[src/rtl/kwdt_pkg.sv]
package kwdt_pkg;
  typedef enum logic [1:0] {
    REG_CTRL = 2'd0,
    REG_SVC  = 2'd1,
    REG_IRQC = 2'd2,
    REG_BOOT = 2'd3
  } kwdt_reg_e;

  localparam logic [15:0] KEY_FIRST  = 16'h5555;
  localparam logic [15:0] KEY_SECOND = 16'hAAAA;
  localparam int unsigned FIELD_LSB  = 8;
endpackage

[src/rtl/kwdt_keychk.sv]
module kwdt_keychk #(
  parameter logic [15:0] KEY_A = 16'h5555,
  parameter logic [15:0] KEY_B = 16'hAAAA
) (
  input  logic        clk,
  input  logic        rst_n,
  input  logic        wr,
  input  logic        is_svc,
  input  logic [15:0] wdata,
  output logic        svc_pulse
);
  logic armed_q, armed_d;

  // any write other than the first key disarms; the completing write also disarms
  always_comb begin
    armed_d = armed_q;
    if (wr) armed_d = is_svc && (wdata == KEY_A);
  end

  assign svc_pulse = wr && is_svc && armed_q && (wdata == KEY_B);

  always_ff @(posedge clk or negedge rst_n) begin
    if (!rst_n) armed_q <= 1'b0;
    else        armed_q <= armed_d;
  end
endmodule

[src/rtl/kwdt_downcnt.sv]
module kwdt_downcnt #(
  parameter int unsigned CNT_W = 9
) (
  input  logic             clk,
  input  logic             rst_n,
  input  logic             tick,
  input  logic             run,
  input  logic             load,
  input  logic [CNT_W-1:0] load_val,
  input  logic [CNT_W-1:0] lead,
  output logic             expire,
  output logic             lead_hit,
  output logic [CNT_W-1:0] cnt
);
  logic [CNT_W-1:0] cnt_q, cnt_d, remain;
  logic             dec;

  assign dec      = tick && run;
  assign remain   = cnt_q - CNT_W'(1);
  assign expire   = dec && (cnt_q <= CNT_W'(1));
  assign lead_hit = dec && (expire ? (lead == '0) : (remain == lead));

  always_comb begin
    cnt_d = cnt_q;
    if (load || expire) cnt_d = load_val;
    else if (dec)       cnt_d = remain;
  end

  always_ff @(posedge clk or negedge rst_n) begin
    if (!rst_n) cnt_q <= '0;
    else        cnt_q <= cnt_d;
  end

  assign cnt = cnt_q;
endmodule

[src/rtl/kwdt_bootwd.sv]
module kwdt_bootwd #(
  parameter int unsigned BOOT_TICKS = 32
) (
  input  logic clk,
  input  logic rst_n,
  input  logic tick,
  input  logic en,
  output logic expire
);
  localparam int unsigned BW = (BOOT_TICKS > 1) ? $clog2(BOOT_TICKS) : 1;
  localparam logic [BW-1:0] LAST = BW'(BOOT_TICKS - 1);

  logic [BW-1:0] cnt_q, cnt_d;

  assign expire = tick && en && (cnt_q == LAST);

  always_comb begin
    cnt_d = cnt_q;
    if (!en)        cnt_d = '0;
    else if (tick)  cnt_d = expire ? '0 : cnt_q + BW'(1);
  end

  always_ff @(posedge clk or negedge rst_n) begin
    if (!rst_n) cnt_q <= '0;
    else        cnt_q <= cnt_d;
  end
endmodule

[src/rtl/kwdt_rstgen.sv]
module kwdt_rstgen #(
  parameter int unsigned RST_CYCLES = 8
) (
  input  logic clk,
  input  logic rst_n,
  input  logic trig,
  input  logic to_pin,
  output logic sys_rst_req,
  output logic ext_rst_n
);
  localparam int unsigned HW = $clog2(RST_CYCLES + 1);

  logic [HW-1:0] hold_q, hold_d;
  logic          active;

  always_comb begin
    hold_d = hold_q;
    if (trig)                hold_d = HW'(RST_CYCLES);
    else if (hold_q != '0)   hold_d = hold_q - HW'(1);
  end

  always_ff @(posedge clk or negedge rst_n) begin
    if (!rst_n) hold_q <= '0;
    else        hold_q <= hold_d;
  end

  assign active      = (hold_q != '0);
  assign sys_rst_req = active && !to_pin;
  assign ext_rst_n   = !(active && to_pin);
endmodule

[src/rtl/kwdt_top.sv]
module kwdt_top
  import kwdt_pkg::*;
#(
  parameter int unsigned TOUT_W     = 8,
  parameter int unsigned BOOT_TICKS = 32,
  parameter int unsigned RST_CYCLES = 8
) (
  input  logic        clk,
  input  logic        rst_n,
  input  logic        tick_2hz,
  input  logic        bus_wr,
  input  logic [1:0]  bus_addr,
  input  logic [15:0] bus_wdata,
  output logic [15:0] bus_rdata,
  output logic        sys_rst_req,
  output logic        ext_rst_n,
  output logic        irq
);
  localparam int unsigned CNT_W = TOUT_W + 1;

  // reset synchronizer: asserts at once, releases on the clock
  logic [1:0] rst_pipe_q;
  logic       rst_sn;
  always_ff @(posedge clk or negedge rst_n) begin
    if (!rst_n) rst_pipe_q <= 2'b00;
    else        rst_pipe_q <= {rst_pipe_q[0], 1'b1};
  end
  assign rst_sn = rst_pipe_q[1];

  // write decode
  logic wr_ctrl, wr_svc, wr_irqc, wr_boot;
  assign wr_ctrl = bus_wr && (bus_addr == REG_CTRL);
  assign wr_svc  = bus_wr && (bus_addr == REG_SVC);
  assign wr_irqc = bus_wr && (bus_addr == REG_IRQC);
  assign wr_boot = bus_wr && (bus_addr == REG_BOOT);

  logic [TOUT_W-1:0] wr_field;
  assign wr_field = bus_wdata[FIELD_LSB +: TOUT_W];

  // register state
  logic              run_q, run_d;
  logic              pin_q, pin_d;
  logic [TOUT_W-1:0] tout_q, tout_d;
  logic              irq_en_q, irq_en_d;
  logic [TOUT_W-1:0] lead_q, lead_d;
  logic              irq_pend_q, irq_pend_d;
  logic              boot_en_q, boot_en_d;

  logic             svc_pulse, run_rise, load, main_exp, lead_hit, boot_exp;
  logic [CNT_W-1:0] load_val, cnt;

  assign run_rise = wr_ctrl && bus_wdata[0] && !run_q;
  assign load     = svc_pulse || run_rise;
  assign load_val = run_rise ? ({1'b0, wr_field} + CNT_W'(1))
                             : ({1'b0, tout_q} + CNT_W'(1));

  always_comb begin
    run_d      = run_q | (wr_ctrl & bus_wdata[0]);
    pin_d      = pin_q | (wr_ctrl & bus_wdata[1]);
    tout_d     = wr_ctrl ? wr_field : tout_q;
    irq_en_d   = wr_irqc ? bus_wdata[0] : irq_en_q;
    lead_d     = wr_irqc ? wr_field : lead_q;
    boot_en_d  = boot_en_q & ~(wr_boot & ~bus_wdata[0]);
    irq_pend_d = irq_pend_q;
    if (wr_irqc && bus_wdata[1]) irq_pend_d = 1'b0;
    if (lead_hit && irq_en_q)    irq_pend_d = 1'b1;
  end

  always_ff @(posedge clk or negedge rst_sn) begin
    if (!rst_sn) begin
      run_q      <= 1'b0;
      pin_q      <= 1'b0;
      tout_q     <= '1;
      irq_en_q   <= 1'b0;
      lead_q     <= '0;
      irq_pend_q <= 1'b0;
      boot_en_q  <= 1'b1;
    end else begin
      run_q      <= run_d;
      pin_q      <= pin_d;
      tout_q     <= tout_d;
      irq_en_q   <= irq_en_d;
      lead_q     <= lead_d;
      irq_pend_q <= irq_pend_d;
      boot_en_q  <= boot_en_d;
    end
  end

  // read mux
  always_comb begin
    bus_rdata = '0;
    unique case (bus_addr)
      REG_CTRL: begin
        bus_rdata[FIELD_LSB +: TOUT_W] = tout_q;
        bus_rdata[1:0]                 = {pin_q, run_q};
      end
      REG_IRQC: begin
        bus_rdata[FIELD_LSB +: TOUT_W] = lead_q;
        bus_rdata[1:0]                 = {irq_pend_q, irq_en_q};
      end
      REG_BOOT: bus_rdata[0] = boot_en_q;
      default:  bus_rdata = '0;
    endcase
  end

  assign irq = irq_pend_q;

  kwdt_keychk #(.KEY_A(KEY_FIRST), .KEY_B(KEY_SECOND)) u_key (
    .clk(clk), .rst_n(rst_sn), .wr(bus_wr), .is_svc(wr_svc),
    .wdata(bus_wdata), .svc_pulse(svc_pulse)
  );

  kwdt_downcnt #(.CNT_W(CNT_W)) u_cnt (
    .clk(clk), .rst_n(rst_sn), .tick(tick_2hz), .run(run_q), .load(load),
    .load_val(load_val), .lead({1'b0, lead_q}), .expire(main_exp),
    .lead_hit(lead_hit), .cnt(cnt)
  );

  kwdt_bootwd #(.BOOT_TICKS(BOOT_TICKS)) u_boot (
    .clk(clk), .rst_n(rst_sn), .tick(tick_2hz), .en(boot_en_q),
    .expire(boot_exp)
  );

  kwdt_rstgen #(.RST_CYCLES(RST_CYCLES)) u_rst (
    .clk(clk), .rst_n(rst_sn), .trig(main_exp | boot_exp), .to_pin(pin_q),
    .sys_rst_req(sys_rst_req), .ext_rst_n(ext_rst_n)
  );
endmodule

[config.mk]
export PLATFORM = sky130hd
export DESIGN_NAME = kwdt_top
export DESIGN_NICKNAME = d
export VERILOG_FILES = /design/src/rtl/kwdt_pkg.sv /design/src/rtl/kwdt_keychk.sv /design/src/rtl/kwdt_downcnt.sv /design/src/rtl/kwdt_bootwd.sv /design/src/rtl/kwdt_rstgen.sv /design/src/rtl/kwdt_top.sv
export SDC_FILE = /design/constraint.sdc
export NUM_CORES = 1
export LEC_CHECK = 0
export BUFFER_PORTS_ARGS = -buffer_cell sky130_fd_sc_hd__clkbuf_2
export CAP_MARGIN = 40
export CORE_MARGIN = 2
export CORE_UTILIZATION = 40
export CTS_CLUSTER_SIZE = 14
export DETAILED_ROUTE_END_ITERATION = 6
export PLACE_DENSITY_LB_ADDON = 0.25
export SETUP_SLACK_MARGIN = 0.3
export SLEW_MARGIN = 5
export SYNTH_ARGS = -nofsm -noshare
export SYNTH_HDL_FRONTEND = slang
export SYNTH_SLANG_ARGS = --single-unit
[constraint.sdc]
create_clock -name clk -period 1.5 [get_ports clk]
set_clock_uncertainty 0.1 [all_clocks]
set_input_delay 0.075 -clock clk [delete_from_list [all_inputs] [get_ports clk]]
set_output_delay 0.075 -clock clk [all_outputs]
set_load 0.1 [all_outputs]
==> impl_metrics.tcl <==
set metrics [dict create \
    status "complete, but fails checks" \
    violations "setup timing" \
    fin_cells 507 \
    synth_edf_count 0 \
    max_freq_mhz 528.3 \
    hp-start "bus_wdata[15]" \
    worst-setup-path-type "reg -> reg" \
    cts_sinks 42 \
    multi_input_area_sq_mm 0.002071 \
    min_to "lead_q[7]$_DFFE_PN0P_" \
    slowest_delay_ns 0.52 \
    peakVddDrop_mv 0.9681 \
    pin_count 41 \
    port_buffers 34 \
    r2r_end "irq$_DFFE_PN0P_" \
    hold_ws_ns 0.02537 \
    dp.final_hpwl_mm 6.029 \
    start_util 0.4129 \
    synthXorXnorAreaFrac 0.08430 \
    die_w_um 87.75 \
    first_global_vias 2747 \
    yosys_warnings 0 \
    synth_area_sq_mm 0.002805 \
    async_reset_ff_frac 1.000 \
    rsz0062_at_grt "true" \
    antenna_cells 0 \
    register_area_sq_mm 0.001069 \
    worst_slew_pin_slew_ns 0.5014 \
    post-place-ws_ns -0.3971 \
    insertion_delay_ns 0.29 \
    final_common_cell "buf_4" \
    synth-seq-cells 42 \
    clockBufferDepth 2 \
    cap_violations 0 \
    finalCriticalPeriod_ns 1.893 \
    fill_cells 477 \
    path_cells "nor3_4, nand3_1, xnor2_1, or4_1, o31ai_2" \
    cts_tree "yes" \
    cp_num_buf_inv 0 \
    required_ns 1.60 \
    antenna_found_initial 0 \
    hold_depth 2 \
    power_density_mw_per_mm2 1371 \
    drc 0 \
    yosys.area_share.simple 0.2114 \
    synthTopCellsByArea "dfrtp_1 (29%), mux2_2 (8.8%), mux2i_1 (8.6%), dfstp_2 (8.4%), xnor2_1 (4.7%)" \
    synth_top_area_cell "dfrtp_1" \
    worstRegToRegCells 5 \
    gr-usage-all-layers 0.2327 \
    critPathTopFamily "simple AND/OR/NAND/NOR gates" \
    slew_viol_final 0 \
    nets 438 \
    timing.final.crit_share 1.262 \
    power_leakage_nw 1.988 \
    drt_iter0_drc 91 \
    ant_nets 0 \
    drive_gt1_frac 0.5693 \
    die_h_um 87.75 \
    hold_class "in -> reg" \
    avgRoutedWirePerCell_um 16.11 \
    synth-compound-area-share 0.07939 \
    syn_inst 280 \
    post_drt_via_cell_ratio 5.093 \
    synth_top_family_by_area "simple AND/OR/NAND/NOR gates" \
    final_util 0.6803 \
    crit-reg2reg-launch "u_cnt.cnt[4]$_DFFE_PN0P_" \
    design.die.area_sq_mm 0.007699 \
    clockRootBuffer "clkbuf_8" \
    yosysTopAreaCellShare 0.2944 \
    worstPathMaxFanout 3 \
    drt_first_pass_iters 4 \
    overflow 0 \
    setup_viol 17 \
    synth-main-ff-cell "dfrtp_1" \
    slowest_stage "or4_1" \
    grt_start_max_net_pins 19 \
    slew_headroom 0.6610 \
    crit_path_start_kind "flop" \
    synth-seq-area-share 0.3787 \
    syn_avg_cell_area_sq_um 10.02 \
    fp-row-count 30 \
    worst_slack_ns -0.3930 \
    finalHoldViolCount 0 \
    core_sq_mm 0.006794 \
    routed_wl_mm 8.169 \
    cts.clk_slew.worst_paths_ns 0.08 \
    final_cell_mix "buf_4 (79), dfrtp_1 (28), clkbuf_2 (21)" \
    yosys.area_share.adder 0.02676 \
    muxShareOfSynthArea 0.1740 \
    placed_cells 473 \
    dr_total_vias 2582 \
    arrival_ns 1.99 \
    crit_path_end_kind "flop" \
    synth_cell_types 53 \
    regToRegSetupSlack_ns -0.39 \
    finalPower_mw 6.338 \
    area_growth_pct 64.76 \
    place.gp.congestion 0.9122 \
    cts-buffers-inserted 5 \
    grt_pass1_wl_mm 13.60 \
    cts.htree.levels 2 \
]
==> metal layers <==
layer | vias up | routed length [um] | track usage
met5 | - | 0 | 0
met2 | 64 | 4129 | 0.3933
met4 | 0 | 153 | 0.09510
li1 | 1260 | - | -
met3 | 11 | 285 | 0.03393
met1 | 1247 | 3602 | 0.2992
==> cell type report <==
type / instances / area share
multi-input cells: 220 / 0.4480
repair buffers: 134 / 0.2653
flip-flops and latches: 42 / 0.2312
well taps: 96 / 0.02599
clock buffers: 8 / 0.02382
inverters: 7 / 0.005685
==> power by group <==
| group | internal (mW) | switching, mW |
|---|---|---|
| Combinational | 1.91 | 1.84 |
| Clock | 0.465 | 0.388 |
| Sequential | 1.44 | 0.293 |
| Total | 3.82 | 2.52 |
==> Yosys cell counts (2+ instances only) <==
library cell and n:
nor2b_1 4, xnor2_1 15, nand2b_1 5, inv_1 7
and4_1 2, xor2_1 12, nand3_1 13, mux2i_1 24
nand3b_1 3, dfstp_2 9, buf_2 6, a21oi_1 5
o21a_1 2, nor4bb_1 5, conb_1 2, buf_4 7
mux2_2 22, dfrtp_1 33, and2_1 4, o211ai_1 3
buf_1 2, a21o_1 3, o21ai_0 3, nor3_1 4
ha_1 6, nand4_1 5, and3_1 4, a41oi_1 2
nor2_1 24, nand2_1 14, nor4b_1 4, nor4_1 4
a31oi_1 2
==> sequential cells by signal, summed over array words and instances (netlist names), 2 cells and up <==
signal,cells
u_rst.hold_q,4
lead_q,8
tout_q,8
u_boot.cnt_q,5
u_cnt.cnt,9
rst_pipe_q,2
==> logic make-up after synthesis <==
group,count (synthesis)
AOI/OAI and AO/OA,30
xor gates and xnor gates,27
adders and majority gates,6
buffers and inverters,23
DFF,42
muxes,46
other,2
and+or+nand+nor,104
==> worst reg2reg max path, delay by kind of cell (launching register included) <==
| family | cells | cell delay, ns |
|---|---|---|
| and+or+nand+nor | 3 | 0.90 |
| AOI/OAI and AO/OA | 1 | 0.21 |
| xor gates and xnor gates | 1 | 0.16 |
| DFF | 1 | 0.43 |
==> timing repair <==
item                       CTS  global route
pin swaps                   24            10
gates cloned                 0             0
setup endpoints to repair   31            31
hold endpoints to repair     3             0
hold buffers                 3             0
setup buffers               21             2
resized for setup           47            14
==> worst max-delay path by stage <==
stage	start	to	slack, ns	depth (start not counted)
2_1_floorplan	u_cnt.cnt[4]$_DFFE_PN0P_	irq$_DFFE_PN0P_	-0.38	5
3_3_place_gp	u_cnt.cnt[1]$_DFFE_PN0P_	irq$_DFFE_PN0P_	-0.32	6
3_5_place_dp	u_cnt.cnt[1]$_DFFE_PN0P_	irq$_DFFE_PN0P_	-0.40	6
4_1_cts	u_cnt.cnt[1]$_DFFE_PN0P_	irq$_DFFE_PN0P_	-0.37	6
5_1_grt	u_cnt.cnt[2]$_DFFE_PN0P_	irq$_DFFE_PN0P_	-0.46	5
6_report	u_cnt.cnt[4]$_DFFE_PN0P_	irq$_DFFE_PN0P_	-0.39	5
==> metrics by stage <==
stage,instance area [sq um],TNS [ns]
floorplan,3098,-2.249
global placement,4031,-3.291
detailed placement,4031,-3.993
CTS,4561,-3.028
global route,4622,-4.540
finish,4622,-3.197
Power figures use the tool's default switching activity.
